## src/rtl/mdio_pkg.sv

```systemverilog
package mdio_pkg;

    localparam int FRAME_BITS = 32;
    localparam int DATA_BITS  = 16;
    localparam int ADDR_W     = 5;
    localparam int TA_FIRST   = 14;
    localparam int DATA_FIRST = 16;
    localparam int CNT_W      = $clog2(FRAME_BITS);

    typedef enum logic [1:0] {
        KIND_WRITE  = 2'b00,
        KIND_READ   = 2'b01,
        KIND_RESYNC = 2'b10,
        KIND_RESYNC2 = 2'b11
    } req_kind_e;

    localparam logic [1:0] SOF_CODE  = 2'b01;
    localparam logic [1:0] OPC_WRITE = 2'b01;
    localparam logic [1:0] OPC_READ  = 2'b10;
    localparam logic [1:0] TA_DRIVE  = 2'b10;

    typedef struct packed {
        logic [FRAME_BITS-1:0] bits;
        logic                  is_read;
    } frame_t;

    function automatic frame_t build_frame(
        input logic [1:0]        kind,
        input logic [ADDR_W-1:0] phy,
        input logic [ADDR_W-1:0] regad,
        input logic [DATA_BITS-1:0] wdata
    );
        frame_t f;
        f.is_read = (kind == KIND_READ);
        if (kind[1]) begin
            f.bits = '1;
        end else if (f.is_read) begin
            f.bits = {SOF_CODE, OPC_READ, phy, regad, 2'b11, {DATA_BITS{1'b1}}};
        end else begin
            f.bits = {SOF_CODE, OPC_WRITE, phy, regad, TA_DRIVE, wdata};
        end
        return f;
    endfunction

endpackage

```

## src/rtl/mdio_clk_gen.sv

```systemverilog
module mdio_clk_gen
    import mdio_pkg::*;
#(
    parameter int DIV_W = 8
) (
    input  logic             clk,
    input  logic             rst,
    input  logic             load,
    input  logic             run,
    input  logic [DIV_W-1:0] half_cfg,
    output logic             mdc,
    output logic             rise_stb,
    output logic             fall_stb
);

    localparam logic [DIV_W-1:0] ONE = DIV_W'(1);

    logic [DIV_W-1:0] half_q;
    logic [DIV_W-1:0] cnt_q;
    logic             wrap;

    always_ff @(posedge clk) begin
        if (rst || load) begin
            half_q <= (half_cfg == '0) ? ONE : half_cfg;
        end
    end

    assign wrap     = run && (cnt_q == half_q - ONE);
    assign rise_stb = wrap && !mdc;
    assign fall_stb = wrap && mdc;

    always_ff @(posedge clk) begin
        if (rst || load || !run) begin
            cnt_q <= '0;
            mdc   <= 1'b0;
        end else if (wrap) begin
            cnt_q <= '0;
            mdc   <= ~mdc;
        end else begin
            cnt_q <= cnt_q + ONE;
        end
    end

    // a rising strobe is followed by a high clock, a falling one by a low clock
    assert_rise_gives_high_R3: assert property (@(posedge clk) disable iff (rst)
        (rise_stb && !load) |=> mdc);
    assert_fall_gives_low_R3: assert property (@(posedge clk) disable iff (rst)
        fall_stb |=> !mdc);

endmodule

```

## src/rtl/mdio_frame_seq.sv

```systemverilog
module mdio_frame_seq
    import mdio_pkg::*;
(
    input  logic                 clk,
    input  logic                 rst,
    input  logic                 start,
    input  frame_t               frame,
    input  logic                 rise_stb,
    input  logic                 fall_stb,
    input  logic                 mdio_i,
    output logic                 busy,
    output logic                 done,
    output logic [DATA_BITS-1:0] rd_data,
    output logic                 mdio_o,
    output logic                 mdio_oe
);

    localparam logic [CNT_W-1:0] LAST_IDX = CNT_W'(FRAME_BITS - 1);
    localparam logic [CNT_W-1:0] TA_IDX   = CNT_W'(TA_FIRST);
    localparam logic [CNT_W-1:0] DATA_IDX = CNT_W'(DATA_FIRST);

    logic [FRAME_BITS-1:0] sr_q;
    logic [CNT_W-1:0]      bit_q;
    logic                  is_read_q;
    logic [DATA_BITS-1:0]  cap_q;

    always_ff @(posedge clk) begin
        if (rst) begin
            busy      <= 1'b1;
            sr_q      <= '1;
            is_read_q <= 1'b0;
            bit_q     <= '0;
            done      <= 1'b0;
            cap_q     <= '0;
            rd_data   <= '0;
        end else begin
            done <= 1'b0;
            if (start) begin
                busy      <= 1'b1;
                sr_q      <= frame.bits;
                is_read_q <= frame.is_read;
                bit_q     <= '0;
            end else if (busy) begin
                if (rise_stb && is_read_q && bit_q >= DATA_IDX) begin
                    cap_q <= {cap_q[DATA_BITS-2:0], mdio_i};
                end
                if (fall_stb) begin
                    if (bit_q == LAST_IDX) begin
                        busy <= 1'b0;
                        done <= 1'b1;
                        if (is_read_q) begin
                            rd_data <= cap_q;
                        end
                    end else begin
                        sr_q  <= {sr_q[FRAME_BITS-2:0], 1'b0};
                        bit_q <= bit_q + CNT_W'(1);
                    end
                end
            end
        end
    end

    assign mdio_o  = busy ? sr_q[FRAME_BITS-1] : 1'b1;
    assign mdio_oe = busy && !(is_read_q && bit_q >= TA_IDX);

    // single-cycle done, and every end of busy is marked by done
    assert_done_single_R9: assert property (@(posedge clk) disable iff (rst)
        done |=> !done);
    assert_busy_end_done_R9: assert property (@(posedge clk) disable iff (rst)
        $fell(busy) |-> done);
    // the line is released only inside a read frame
    assert_release_only_read_R5: assert property (@(posedge clk) disable iff (rst)
        (busy && !mdio_oe) |-> is_read_q);

endmodule

```

## src/rtl/mdio_master.sv

```systemverilog
module mdio_master
    import mdio_pkg::*;
#(
    parameter int DIV_W = 8
) (
    input  logic             clk,
    input  logic             rst,
    input  logic [DIV_W-1:0] cfg_half,
    input  logic             req_valid,
    input  logic [1:0]       req_kind,
    input  logic [4:0]       req_phy,
    input  logic [4:0]       req_reg,
    input  logic [15:0]      req_wdata,
    output logic             busy,
    output logic             done,
    output logic [15:0]      rd_data,
    output logic             mdc,
    output logic             mdio_o,
    output logic             mdio_oe,
    input  logic             mdio_i
);

    logic   accept;
    logic   rise_stb;
    logic   fall_stb;
    frame_t next_frame;

    assign accept     = req_valid && !busy;
    assign next_frame = build_frame(req_kind, req_phy, req_reg, req_wdata);

    mdio_clk_gen #(.DIV_W(DIV_W)) u_clk (
        .clk      (clk),
        .rst      (rst),
        .load     (accept),
        .run      (busy),
        .half_cfg (cfg_half),
        .mdc      (mdc),
        .rise_stb (rise_stb),
        .fall_stb (fall_stb)
    );

    mdio_frame_seq u_seq (
        .clk      (clk),
        .rst      (rst),
        .start    (accept),
        .frame    (next_frame),
        .rise_stb (rise_stb),
        .fall_stb (fall_stb),
        .mdio_i   (mdio_i),
        .busy     (busy),
        .done     (done),
        .rd_data  (rd_data),
        .mdio_o   (mdio_o),
        .mdio_oe  (mdio_oe)
    );

    // clock parked low between frames
    assert_mdc_idle_low_R3: assert property (@(posedge clk) disable iff (rst)
        !busy |-> !mdc);
    // a frame begins only after a request
    assert_start_needs_req_R8: assert property (@(posedge clk) disable iff (rst)
        $rose(busy) |-> $past(req_valid));
    // line value and direction hold while the clock is high
    assert_hold_while_high_R4: assert property (@(posedge clk) disable iff (rst)
        (mdc && $past(mdc)) |-> ($stable(mdio_o) && $stable(mdio_oe)));

endmodule

```

## config.mk

```make
export PLATFORM = sky130hd
export DESIGN_NAME = mdio_master
export DESIGN_NICKNAME = d
export VERILOG_FILES = /design/src/rtl/mdio_pkg.sv /design/src/rtl/mdio_clk_gen.sv /design/src/rtl/mdio_frame_seq.sv /design/src/rtl/mdio_master.sv
export SDC_FILE = /design/constraint.sdc
export NUM_CORES = 1
export LEC_CHECK = 0
export ABC_AREA = 1
export BUFFER_PORTS_ARGS = -buffer_cell sky130_fd_sc_hd__clkbuf_2
export CAP_MARGIN = 0
export CORE_ASPECT_RATIO = 1.2
export CORE_MARGIN = 2
export CORE_UTILIZATION = 57
export DETAILED_ROUTE_END_ITERATION = 6
export PLACE_DENSITY_LB_ADDON = 0.05
export SYNTH_ARGS = -nofsm -noshare
export SYNTH_HDL_FRONTEND = slang
export SYNTH_SLANG_ARGS = --single-unit
```

## constraint.sdc

```tcl
create_clock -name clk -period 2.6 [get_ports clk]
set_clock_uncertainty 0.2 [all_clocks]
set_input_delay 0.52 -clock clk [delete_from_list [all_inputs] [get_ports clk]]
set_output_delay 0.52 -clock clk [all_outputs]
set_load 0.005 [all_outputs]
```

==> results.md <==
- Power Density: 522 mW/mm^2
- Clk pwr share: 0.372
- YS warnings: 0
- First-pass GRT wire length: roughly 16000 um
- Vias in the first global route: about 3700
- Core footprint: a little over 0.007 sq mm
- Leakage power: ~2.6 nW
- Setup TNS: 0 ps
- CTS tree: built
- Final Hold Vio Count: 0
- Pre-CTS setup slack: 112 ps
- GPL Wtd Cong: around 0.81
- I/O pins: 61
- Syn Inst Count: 618
- Cell Area, Synth: 0.00428 sq mm
- Arrival @ worst endpoint: around 2400 ps
- Internal cell power: 1.94 mW
- Placed Cells: 747
- Drt drc: 0
- Final hold slack: between 150 and 200 ps
- WS Path Type: flop to flop
- Routed Antenna Nets: 0
- Pre-antenna DRT Iters: 6
- Switching Fraction: 0.234
- Slew Limit Fails: 0
- Sw power: approximately 0.6 mW
- Synth Area in Compound Gates: 0.0878
- Most common cell after layout, fill and taps aside: nand2_1
- DR iter-0 viols: 123
- Max clock buf depth: 2
- Share of layout cells above drive strength 1: 0.168
- Die height: ~99 um
- Inserted Diodes: 0
- Fin worst setup slack: 264 ps
- Final setup vio count: 0
- Clk pin slew, worst setup/hold paths: ~90 ps
- DR WL/cell: ~12 um
- Sink Count: just under 90
- Status: complete, no violations
- Initial Util: 0.588
- Hpwl dp: roughly 6600 um
- Max-cap violations: 0
- Synth Register Bits: 89
- Port Buffers: 60
- CTS Hold Bufs: 0
- Startpoint types: flop
- Post-layout instance area: between 0.004 and 0.005 sq mm
- Post-synthesis xor/xnor area fraction: 0.0164
- Worst-Margin Slew: 1130 ps
- Maximum vdd ir drop: roughly 0.00052 V
- Synth Net Count: roughly 660
- Sequential share of power: 0.558
- Dpl cell area: between 0.004 and 0.005 sq mm
- Hold Path Class: input pin to flop
- Count of cell types in the netlist: 34
- Root Driver: clkbuf_8
- Largest family of logic cells by synthesized area: simple AND/OR/NAND/NOR gates
- Cell Rows: 34
- Avg Inst Size Synth: 6.92 sq um
- Largest net degree at the start of global routing: 47
- Area Growth Syn to Fin: 13.5%
- Clock latency on the worst-skew pair: approximately 340 ps
- Antenna violations before repair: 0
- Fin cells: ~760
- Comb power frac: 0.070
- Total CTS buffers: 9
- Critical Path RT: around 2700 ps
- Die area: 0.00821 sq mm
- Slew HR: 0.241
- RSZ-0062 raised after global routing: false
- Most frequent cells in the layout: 140 x nand2_1, 91 x inv_1, 89 x nor2_1
- Share of flip-flops with an asynchronous set or reset: 0
- Synth Flop Type: dfxtp_1
- Die Span X: 83.1 um
- Filler cells: 664
- Nets: 712
- Fmax: around 0.43 GHz
- Min Tclk post-route: ~2300 ps
- Sequential fraction of the synthesis area: 0.435
- Simple-Gate Fraction of Synth Area: 0.334
- Worst-path maximum fanout: 15
- DR vias: 3799
- Final period util: 0.899
- Total GRT Usage: 0.233
- Post-synthesis mux area share: 0
- Htree depth: 3
- Number of enable flip-flop cells after synthesis: 8
- Routed vias/inst: between 4 and 5
- Congestion Overflow GR: 0
- Critical Path End Type: flop
- WL final: 9080 um
- Post-synthesis adder-cell area fraction: 0.0117
==> metrics by stage <==
step	total power, mW	utilization
2_1_floorplan	1.56	-
3_3_place_gp	1.62	0.637
5_1_grt	2.64	0.667
4_1_cts	2.56	0.664
3_5_place_dp	1.62	0.637
6_report	2.54	0.667
==> cells by family (layout without fill, tap and decap cells) <==
kind of cell / after synthesis / after routing
simple gates: 325 / 325
buf+inv: 126 / 181
flops: 89 / 89
compound gates: 66 / 66
xor+xnor: 8 / 8
fa+ha+maj: 4 / 4
==> metal layers <==
| metal | track usage | up-vias | wire length [um] |
|---|---|---|---|
| met2 | 0.421 | 71 | 4570 |
| li1 | - | 2012 | - |
| met1 | 0.284 | 1704 | 4130 |
| met5 | 0 | - | 0 |
| met3 | 0.0352 | 12 | 258 |
| met4 | 0.0794 | 0 | 131 |
==> Yosys cell counts, drive strengths merged, types with 7 or more instances <==
cell type,instances,area [sq um]
dfxtp,81,1620
nand2,142,538
nand4,7,71.3
or2,13,81.3
nor2,96,385
inv,92,345
buf,14,71.3
o21ai,26,130
clkbuf,19,71.3
edfxtp,8,240
a21oi,32,160
nand3,57,285
==> state kept, by name, indices dropped and copies added, names as in the netlist <==
register and cells:
u_seq.done 1, u_seq.bit_q 5, u_seq.rd_data 16, u_seq.is_read_q 1, u_seq.cap_q 16, u_seq.busy 1
u_clk.half_q 8, u_seq.sr_q 32, u_clk.cnt_q 8, u_clk.mdc 1
==> timing repair <==
| action | 4_1_cts | 5_1_grt |
|---|---|---|
| gates resized for setup | 0 | 8 |
| buffers inserted | 0 | 0 |
| endpoints found under the setup margin | 0 | 31 |
==> power by group through the flow <==
stage | clock network (mW) | registers, mW | logic (mW)
2_1_floorplan | 0 | 1.44 | 0.118
3_3_place_gp | 0 | 1.45 | 0.172
3_5_place_dp | 0 | 1.45 | 0.175
4_1_cts | 0.970 | 1.41 | 0.176
5_1_grt | 1.02 | 1.42 | 0.203
6_report | 0.944 | 1.41 | 0.177
==> area by class of cell <==
cell class	count	area, sq um	area share
multi-input combinational	403	1940	0.399
sequential	89	1860	0.384
timing repair buffer	72	398	0.0820
inverter	93	349	0.0719
clock buffer	12	145	0.0299
tap	90	113	0.0232
clock inverter	4	51.3	0.0106
==> worst paths after layout <==
path                    from         endpoint  slack (ps)  cells past startpoint
max          u_clk.half_q[0]   u_seq.sr_q[21]         260                     11
min              cfg_half[5]  u_clk.half_q[5]         160                      1
max reg2reg  u_clk.half_q[0]   u_seq.sr_q[21]         260                     11
min reg2reg    u_seq.sr_q[0]    u_seq.sr_q[0]         280                      2
==> worst max-delay path, stage by stage, from the launching register on <==
cell	delay [ps]
edfxtp_1	400
inv_1	140
ha_2	230
nand2_2	90
nor2_2	100
nand3_1	80
nand2_1	90
nand2_1	90
nor2_4	200
nand4_4	230
or2_2	350
nand3_1	70
No activity file was read; power rests on OpenSTA's default activity.
